**src/rtl/word_stack_pkg.sv**
```systemverilog
package word_stack_pkg;
  typedef enum logic [2:0] {
    OP_IDLE,
    OP_LOAD,
    OP_PUSH,
    OP_POP,
    OP_CLASH
  } stk_op_e;

  function automatic stk_op_e decode_op(input logic push, input logic pop, input logic load);
    if (load)             return OP_LOAD;
    else if (push && pop) return OP_CLASH;
    else if (push)        return OP_PUSH;
    else if (pop)         return OP_POP;
    else                  return OP_IDLE;
  endfunction
endpackage

```
**src/rtl/word_stack_ptr.sv**
```systemverilog
module word_stack_ptr
  import word_stack_pkg::*;
#(
  parameter int PTR_W = 16,
  parameter int IDX_W = 5
) (
  input  logic             clk_i,
  input  logic             rst_ni,
  input  stk_op_e          op_i,
  input  logic [PTR_W-1:0] load_val_i,
  output logic [PTR_W-1:0] sp_o,
  output logic             push_ok_o,
  output logic             pop_ok_o,
  output logic [IDX_W-1:0] wr_idx_o,
  output logic [IDX_W-1:0] rd_idx_o,
  output logic             overflow_o,
  output logic             underflow_o,
  output logic             conflict_o
);
  localparam logic [PTR_W-1:0] STEP = PTR_W'(2);

  logic [PTR_W-1:0] sp_q, bot_q, sp_dec, sp_inc;
  logic [PTR_W-1:0] load_even;

  assign sp_dec    = sp_q - STEP;
  assign sp_inc    = sp_q + STEP;
  assign load_even = {load_val_i[PTR_W-1:1], 1'b0};

  assign push_ok_o = (op_i == OP_PUSH) && (sp_q >= STEP);
  assign pop_ok_o  = (op_i == OP_POP) && (sp_q != bot_q);
  assign wr_idx_o  = sp_dec[IDX_W:1];
  assign rd_idx_o  = sp_q[IDX_W:1];
  assign sp_o      = sp_q;

  always_ff @(posedge clk_i or negedge rst_ni) begin
    if (!rst_ni) begin
      sp_q        <= '0;
      bot_q       <= '0;
      overflow_o  <= 1'b0;
      underflow_o <= 1'b0;
      conflict_o  <= 1'b0;
    end else begin
      overflow_o  <= (op_i == OP_PUSH) && !push_ok_o;
      underflow_o <= (op_i == OP_POP) && !pop_ok_o;
      conflict_o  <= (op_i == OP_CLASH);
      if (op_i == OP_LOAD) begin
        sp_q  <= load_even;
        bot_q <= load_even;
      end else if (push_ok_o) begin
        sp_q <= sp_dec;
      end else if (pop_ok_o) begin
        sp_q <= sp_inc;
      end
    end
  end
endmodule

```
**src/rtl/word_stack_mem.sv**
```systemverilog
module word_stack_mem #(
  parameter int DATA_W = 16,
  parameter int AW     = 5
) (
  input  logic              clk_i,
  input  logic              we_i,
  input  logic [AW-1:0]     waddr_i,
  input  logic [DATA_W-1:0] wdata_i,
  input  logic [AW-1:0]     raddr_i,
  output logic [DATA_W-1:0] rdata_o
);
  localparam int DEPTH = 1 << AW;

  logic [DATA_W-1:0] mem_q [DEPTH];

  always_ff @(posedge clk_i) begin
    if (we_i) mem_q[waddr_i] <= wdata_i;
  end

  assign rdata_o = mem_q[raddr_i];
endmodule

```
**src/rtl/word_stack_addr.sv**
```systemverilog
module word_stack_addr #(
  parameter int SEG_W  = 16,
  parameter int PTR_W  = 16,
  parameter int PHYS_W = 24
) (
  input  logic [SEG_W-1:0]  seg_i,
  input  logic [PTR_W-1:0]  sp_i,
  output logic [PHYS_W-1:0] addr_o
);
  localparam int SHW = SEG_W + 4;

  logic [SHW-1:0] seg_sh;

  assign seg_sh = {seg_i, 4'b0000};
  assign addr_o = PHYS_W'(seg_sh) + PHYS_W'(sp_i);
endmodule

```
**src/rtl/word_stack.sv**
```systemverilog
module word_stack
  import word_stack_pkg::*;
#(
  parameter int DATA_W = 16,
  parameter int PTR_W  = 16,
  parameter int SEG_W  = 16,
  parameter int PHYS_W = 24,
  parameter int RAM_AW = 5
) (
  input  logic              clk_i,
  input  logic              rst_ni,
  input  logic              push_i,
  input  logic [DATA_W-1:0] push_data_i,
  input  logic              pop_i,
  input  logic              sp_load_i,
  input  logic [PTR_W-1:0]  sp_load_val_i,
  input  logic [SEG_W-1:0]  seg_base_i,
  output logic [DATA_W-1:0] pop_data_o,
  output logic              pop_valid_o,
  output logic [PTR_W-1:0]  sp_o,
  output logic [PHYS_W-1:0] tos_addr_o,
  output logic              overflow_o,
  output logic              underflow_o,
  output logic              conflict_o
);
  stk_op_e            op;
  logic               push_ok, pop_ok;
  logic [RAM_AW-1:0]  wr_idx, rd_idx;
  logic [DATA_W-1:0]  rd_word;

  assign op = decode_op(push_i, pop_i, sp_load_i);

  word_stack_ptr #(.PTR_W(PTR_W), .IDX_W(RAM_AW)) u_ptr (
    .clk_i       (clk_i),
    .rst_ni      (rst_ni),
    .op_i        (op),
    .load_val_i  (sp_load_val_i),
    .sp_o        (sp_o),
    .push_ok_o   (push_ok),
    .pop_ok_o    (pop_ok),
    .wr_idx_o    (wr_idx),
    .rd_idx_o    (rd_idx),
    .overflow_o  (overflow_o),
    .underflow_o (underflow_o),
    .conflict_o  (conflict_o)
  );

  word_stack_mem #(.DATA_W(DATA_W), .AW(RAM_AW)) u_mem (
    .clk_i   (clk_i),
    .we_i    (push_ok),
    .waddr_i (wr_idx),
    .wdata_i (push_data_i),
    .raddr_i (rd_idx),
    .rdata_o (rd_word)
  );

  word_stack_addr #(.SEG_W(SEG_W), .PTR_W(PTR_W), .PHYS_W(PHYS_W)) u_addr (
    .seg_i  (seg_base_i),
    .sp_i   (sp_o),
    .addr_o (tos_addr_o)
  );

  always_ff @(posedge clk_i or negedge rst_ni) begin
    if (!rst_ni) begin
      pop_data_o  <= '0;
      pop_valid_o <= 1'b0;
    end else begin
      pop_valid_o <= pop_ok;
      if (pop_ok) pop_data_o <= rd_word;
    end
  end
endmodule

```
**config.mk**
```make
export PLATFORM = sky130hd
export DESIGN_NAME = word_stack
export DESIGN_NICKNAME = d
export VERILOG_FILES = /design/src/rtl/word_stack_pkg.sv /design/src/rtl/word_stack_ptr.sv /design/src/rtl/word_stack_mem.sv /design/src/rtl/word_stack_addr.sv /design/src/rtl/word_stack.sv
export SDC_FILE = /design/constraint.sdc
export NUM_CORES = 1
export LEC_CHECK = 0
export CAP_MARGIN = 20
export CORE_MARGIN = 3
export CORE_UTILIZATION = 55
export CTS_BUF_LIST = sky130_fd_sc_hd__clkbuf_2
export DETAILED_ROUTE_END_ITERATION = 16
export HOLD_SLACK_MARGIN = 0.08
export PLACE_DENSITY = 0.88
export SETUP_SLACK_MARGIN = 0.3
export SYNTH_ARGS = -nofsm -noshare
export SYNTH_HDL_FRONTEND = slang
export SYNTH_HIERARCHICAL = 1
export SYNTH_SLANG_ARGS = --single-unit
```
**constraint.sdc**
```tcl
create_clock -name clk_i -period 3.46 [get_ports clk_i]
set_input_delay 0.346 -clock clk_i [delete_from_list [all_inputs] [get_ports clk_i]]
set_output_delay 0.346 -clock clk_i [all_outputs]
set_load 0.05 [all_outputs]
```
==> impl_metrics.yaml <==
placed_design:
  pre_cts_ws_ps: 270
  gp_congestion: 0.861
  port_buffers: 106
  post-dp-hpwl_um: 33600
  dp_cells: 2201
yosys:
  synth_area_per_cell_sq_um: 15.7
  ys_types: 68
  yosys_warnings: 6
  yosysMostFrequentCell: "edfxtp_1"
  synth_top_area_share_pct: 64.7
  synthTopCellsByArea: "edfxtp_1 65%, mux2i_1 11%, dfrtp_1 5.3%"
  synthCells: 1510
  mappedNetlistArea_sq_um: 23800
  yosys_register_bits: 562
  synth_ff_type: "edfxtp_1"
  synth_common_cells: "512 x edfxtp_1, 256 x mux2i_1, 96 x nand2_1, 64 x a22oi_1, 54 x nor2_1"
  synth_edf_count: 512
  synthArstFlopShare_pct: 8.90
  seq_area_frac_synth_pct: 70.0
  synth_top_cell_by_area: "edfxtp_1"
worst_setup_path:
  cpMaxStageDelayCell: "dfrtp_1"
  worstPathRequired_ps: 3110
  critPathCapture: "tos_addr_o[20]"
  crit_path_end_kind: "primary output"
  r2r-start: "u_ptr/sp_o[1]$_DFFE_PN0P_"
  timing.rr.end: "pop_data_o[0]$_DFFE_PN0P_"
  worstSetupPathType: "reg2out"
  start_kind: "register"
  crit_start: "u_ptr/sp_o[4]$_DFFE_PN0P_"
  crit_fanout: 3
  rr_worst_depth: 7
  path_cells: "ha_4 > fa_2 > a21o_1 > a221oi_4 > o221ai_2 > nor2_2 > and3b_1 > buf_6"
  cpPeakStageDelay_ps: 450
  cp_data_arrival_time_ps: 3270
  r2r_setup_slack_ps: 400
clock_network:
  cts_tree: "done"
  htreeDepth: 4
  path_clk_slew_ps: 120
  cts_made_buffers: 132
  max-clock-path-buffers: 3
  cts_sinks: 562
  clk_latency_ps: 1050
  cts_root_buf: "clkbuf_2"
grt:
  grt_util_all_layers_pct: 24.6
  grt_max_degree: 125
  grt-ovfl-total: 0
  grt_pass1_wl_um: 84800
  grt_pass1_vias: 15200
  antenna_found_initial: 1
die:
  fp.dieH_um: 214
  start_util_pct: 56.1
  io_pins: 113
  core_region_area_sq_um: 42300
  row_count: 75
  fp.dieW_um: 214
  die-area_sq_um: 45700
pwr:
  p_sw_share_pct: 35.1
  power.density_nw_per_um2: 653
  p_leak_nw: 10.3
  clockPowerShare_pct: 23.6
  p_int_mw: 11.8
  pwr-share-comb_pct: 33.2
  switching_power_mw: 6.36
  p_seq_share_pct: 43.2
  ir_worst_vdd_v: 0.000476
sta:
  min_period_ps: 3620
  tightest_slew_ps: 866
  finClkSkew_ps: 93.9
  layout_setup_ws_ps: -156
  rsz0062_at_grt: "true"
  maxSlewHeadroom_pct: 42.3
  maxSlewViolCount: 0
  hold_viol_final: 0
  fmaxAchievable_ghz: 0.277
  setup_viol: 6
  fin_crit_sh_pct: 105
status:
  outcome: "finished with violations"
  violations: "setup timing"
route:
  routed_via_density: 5.96
  dr.first_iter.drc_count: 1647
  firstDrtPassIters: 6
  drc: 0
  ant_nets: 0
  via_count: 14700
  routedWlPerCell_um: 22.6
  wirelength_um: 56100
layout:
  area_growth_pct: 16.7
  drive_gt1_share_pct: 21.7
  instances_no_fill: 2476
  n_fill_cell: 2757
  finalNetCount: 1876
run:
  cap_viol_max_count: 0
hold_path:
  hp-class: "in2reg"
metrics by stage:
stage | hold slack (ps) | setup TNS (ps) | power (mW) | util [%] | cell area, sq um
after floorplan | 50.4 | 0 | 11.9 | - | 23800
after global placement | 453 | 0 | 13.5 | 61.0 | 25800
after detailed placement | 460 | 0 | 13.6 | 61.0 | 25800
after CTS | 81.9 | -1460 | 18.0 | 65.1 | 27500
after global routing | 80.3 | -2840 | 18.9 | 65.5 | 27700
final | 175 | -694 | 18.1 | 65.5 | 27700
state kept, by name (all words and copies together), names as in the netlist:
signal and cells:
u_ptr/underflow_o 1, u_ptr/conflict_o 1, u_ptr/overflow_o 1, u_mem/mem_q 512, pop_valid_o 1, u_ptr/bot_q 15, u_ptr/sp_o 15, pop_data_o 16
worst min path at each step:
| stage | start | to | slack [ps] | cells past startpoint |
|---|---|---|---|---|
| floorplan | rst_ni | pop_data_o[0]$_DFFE_PN0P_ | 50 | 0 |
| global placement | rst_ni | u_ptr/conflict_o$_DFF_PN0_ | 450 | 1 |
| detailed placement | rst_ni | u_ptr/conflict_o$_DFF_PN0_ | 460 | 1 |
| CTS | push_data_i[8] | u_mem/mem_q[8][8]$_DFFE_PP_ | 80 | 2 |
| global route | push_data_i[7] | u_mem/mem_q[2][7]$_DFFE_PP_ | 80 | 2 |
| finish | push_data_i[10] | u_mem/mem_q[15][10]$_DFFE_PP_ | 170 | 2 |
what timing repair did:
action,in CTS,in global routing
pin swaps,10,11
endpoints found under the hold margin,99,15
setup endpoints to repair,19,176
gates cloned,0,0
hold buffers,29,3
gates resized for setup,38,23
setup buffers,8,7
cell type report:
type,instances,area (sq um),area share [%]
Clock buffer,187,936,3.37
Clock inverter,39,287,1.03
Multi-Input combinational cell,844,6590,23.8
Tap cell,577,722,2.60
Timing Repair Buffer,259,2530,9.14
Antenna cell,1,2.50,0.00902
Inverter,7,30.0,0.108
Sequential cell,562,16600,60.0
cells by family after synthesis:
| logic type | Yosys count | synth area share [%] |
|---|---|---|
| flops | 562 | 70.0 |
| other cells | 2 | 0.0316 |
| compound gates | 216 | 6.53 |
| xor+xnor | 42 | 1.55 |
| fa+ha+maj | 17 | 0.927 |
| mux | 272 | 11.7 |
| buf+inv | 106 | 3.28 |
| simple gates | 293 | 6.01 |
power by group through the flow:
stage / Sequential, mW / Clock (mW) / Combinational [mW]
2_1_floorplan: 8.34 / 0 / 3.53
3_3_place_gp: 7.98 / 0 / 5.51
3_5_place_dp: 7.99 / 0 / 5.65
4_1_cts: 7.82 / 4.38 / 5.82
5_1_grt: 7.85 / 4.72 / 6.32
6_report: 7.83 / 4.28 / 6.02
cell usage in the layout, fill, tap and decap left out, types with 7 or more instances in the layout:
cell type	n
nand2_1	96
edfxtp_1	512
nor3_1	23
xor2_1	18
clkbuf_2	189
dlygate4sd3_1	31
buf_12	16
o21ai_0	15
a22oi_1	64
clkdlybuf4s50_1	84
a31oi_1	21
a22o_1	32
dfrtp_1	43
nand3_1	39
ha_1	9
xnor2_1	15
and3_1	7
a21oi_1	48
nand4_1	24
nor2_1	49
mux2i_1	256
nand3b_1	8
mux2_4	10
clkinv_1	25
buf_4	110
a21o_1	7
routing by layer:
metal	vias up	GRT usage, %	wire length (um)
li1	6509	-	-
met1	7235	32.4	21400
met2	881	39.3	26800
met3	124	7.29	6010
met4	0	9.50	1830
met5	-	0	0
worst max-delay path, delay by kind of cell (launching register included):
kind                     cells  cell delay (ps)
AO/OA/AOI/OAI                3              710
adder cells (fa/ha/maj)      2              530
buffers and inverters        1              150
flip-flops                   1              450
AND/OR/NAND/NOR              2              380
No activity file was read; power rests on OpenSTA's default activity.
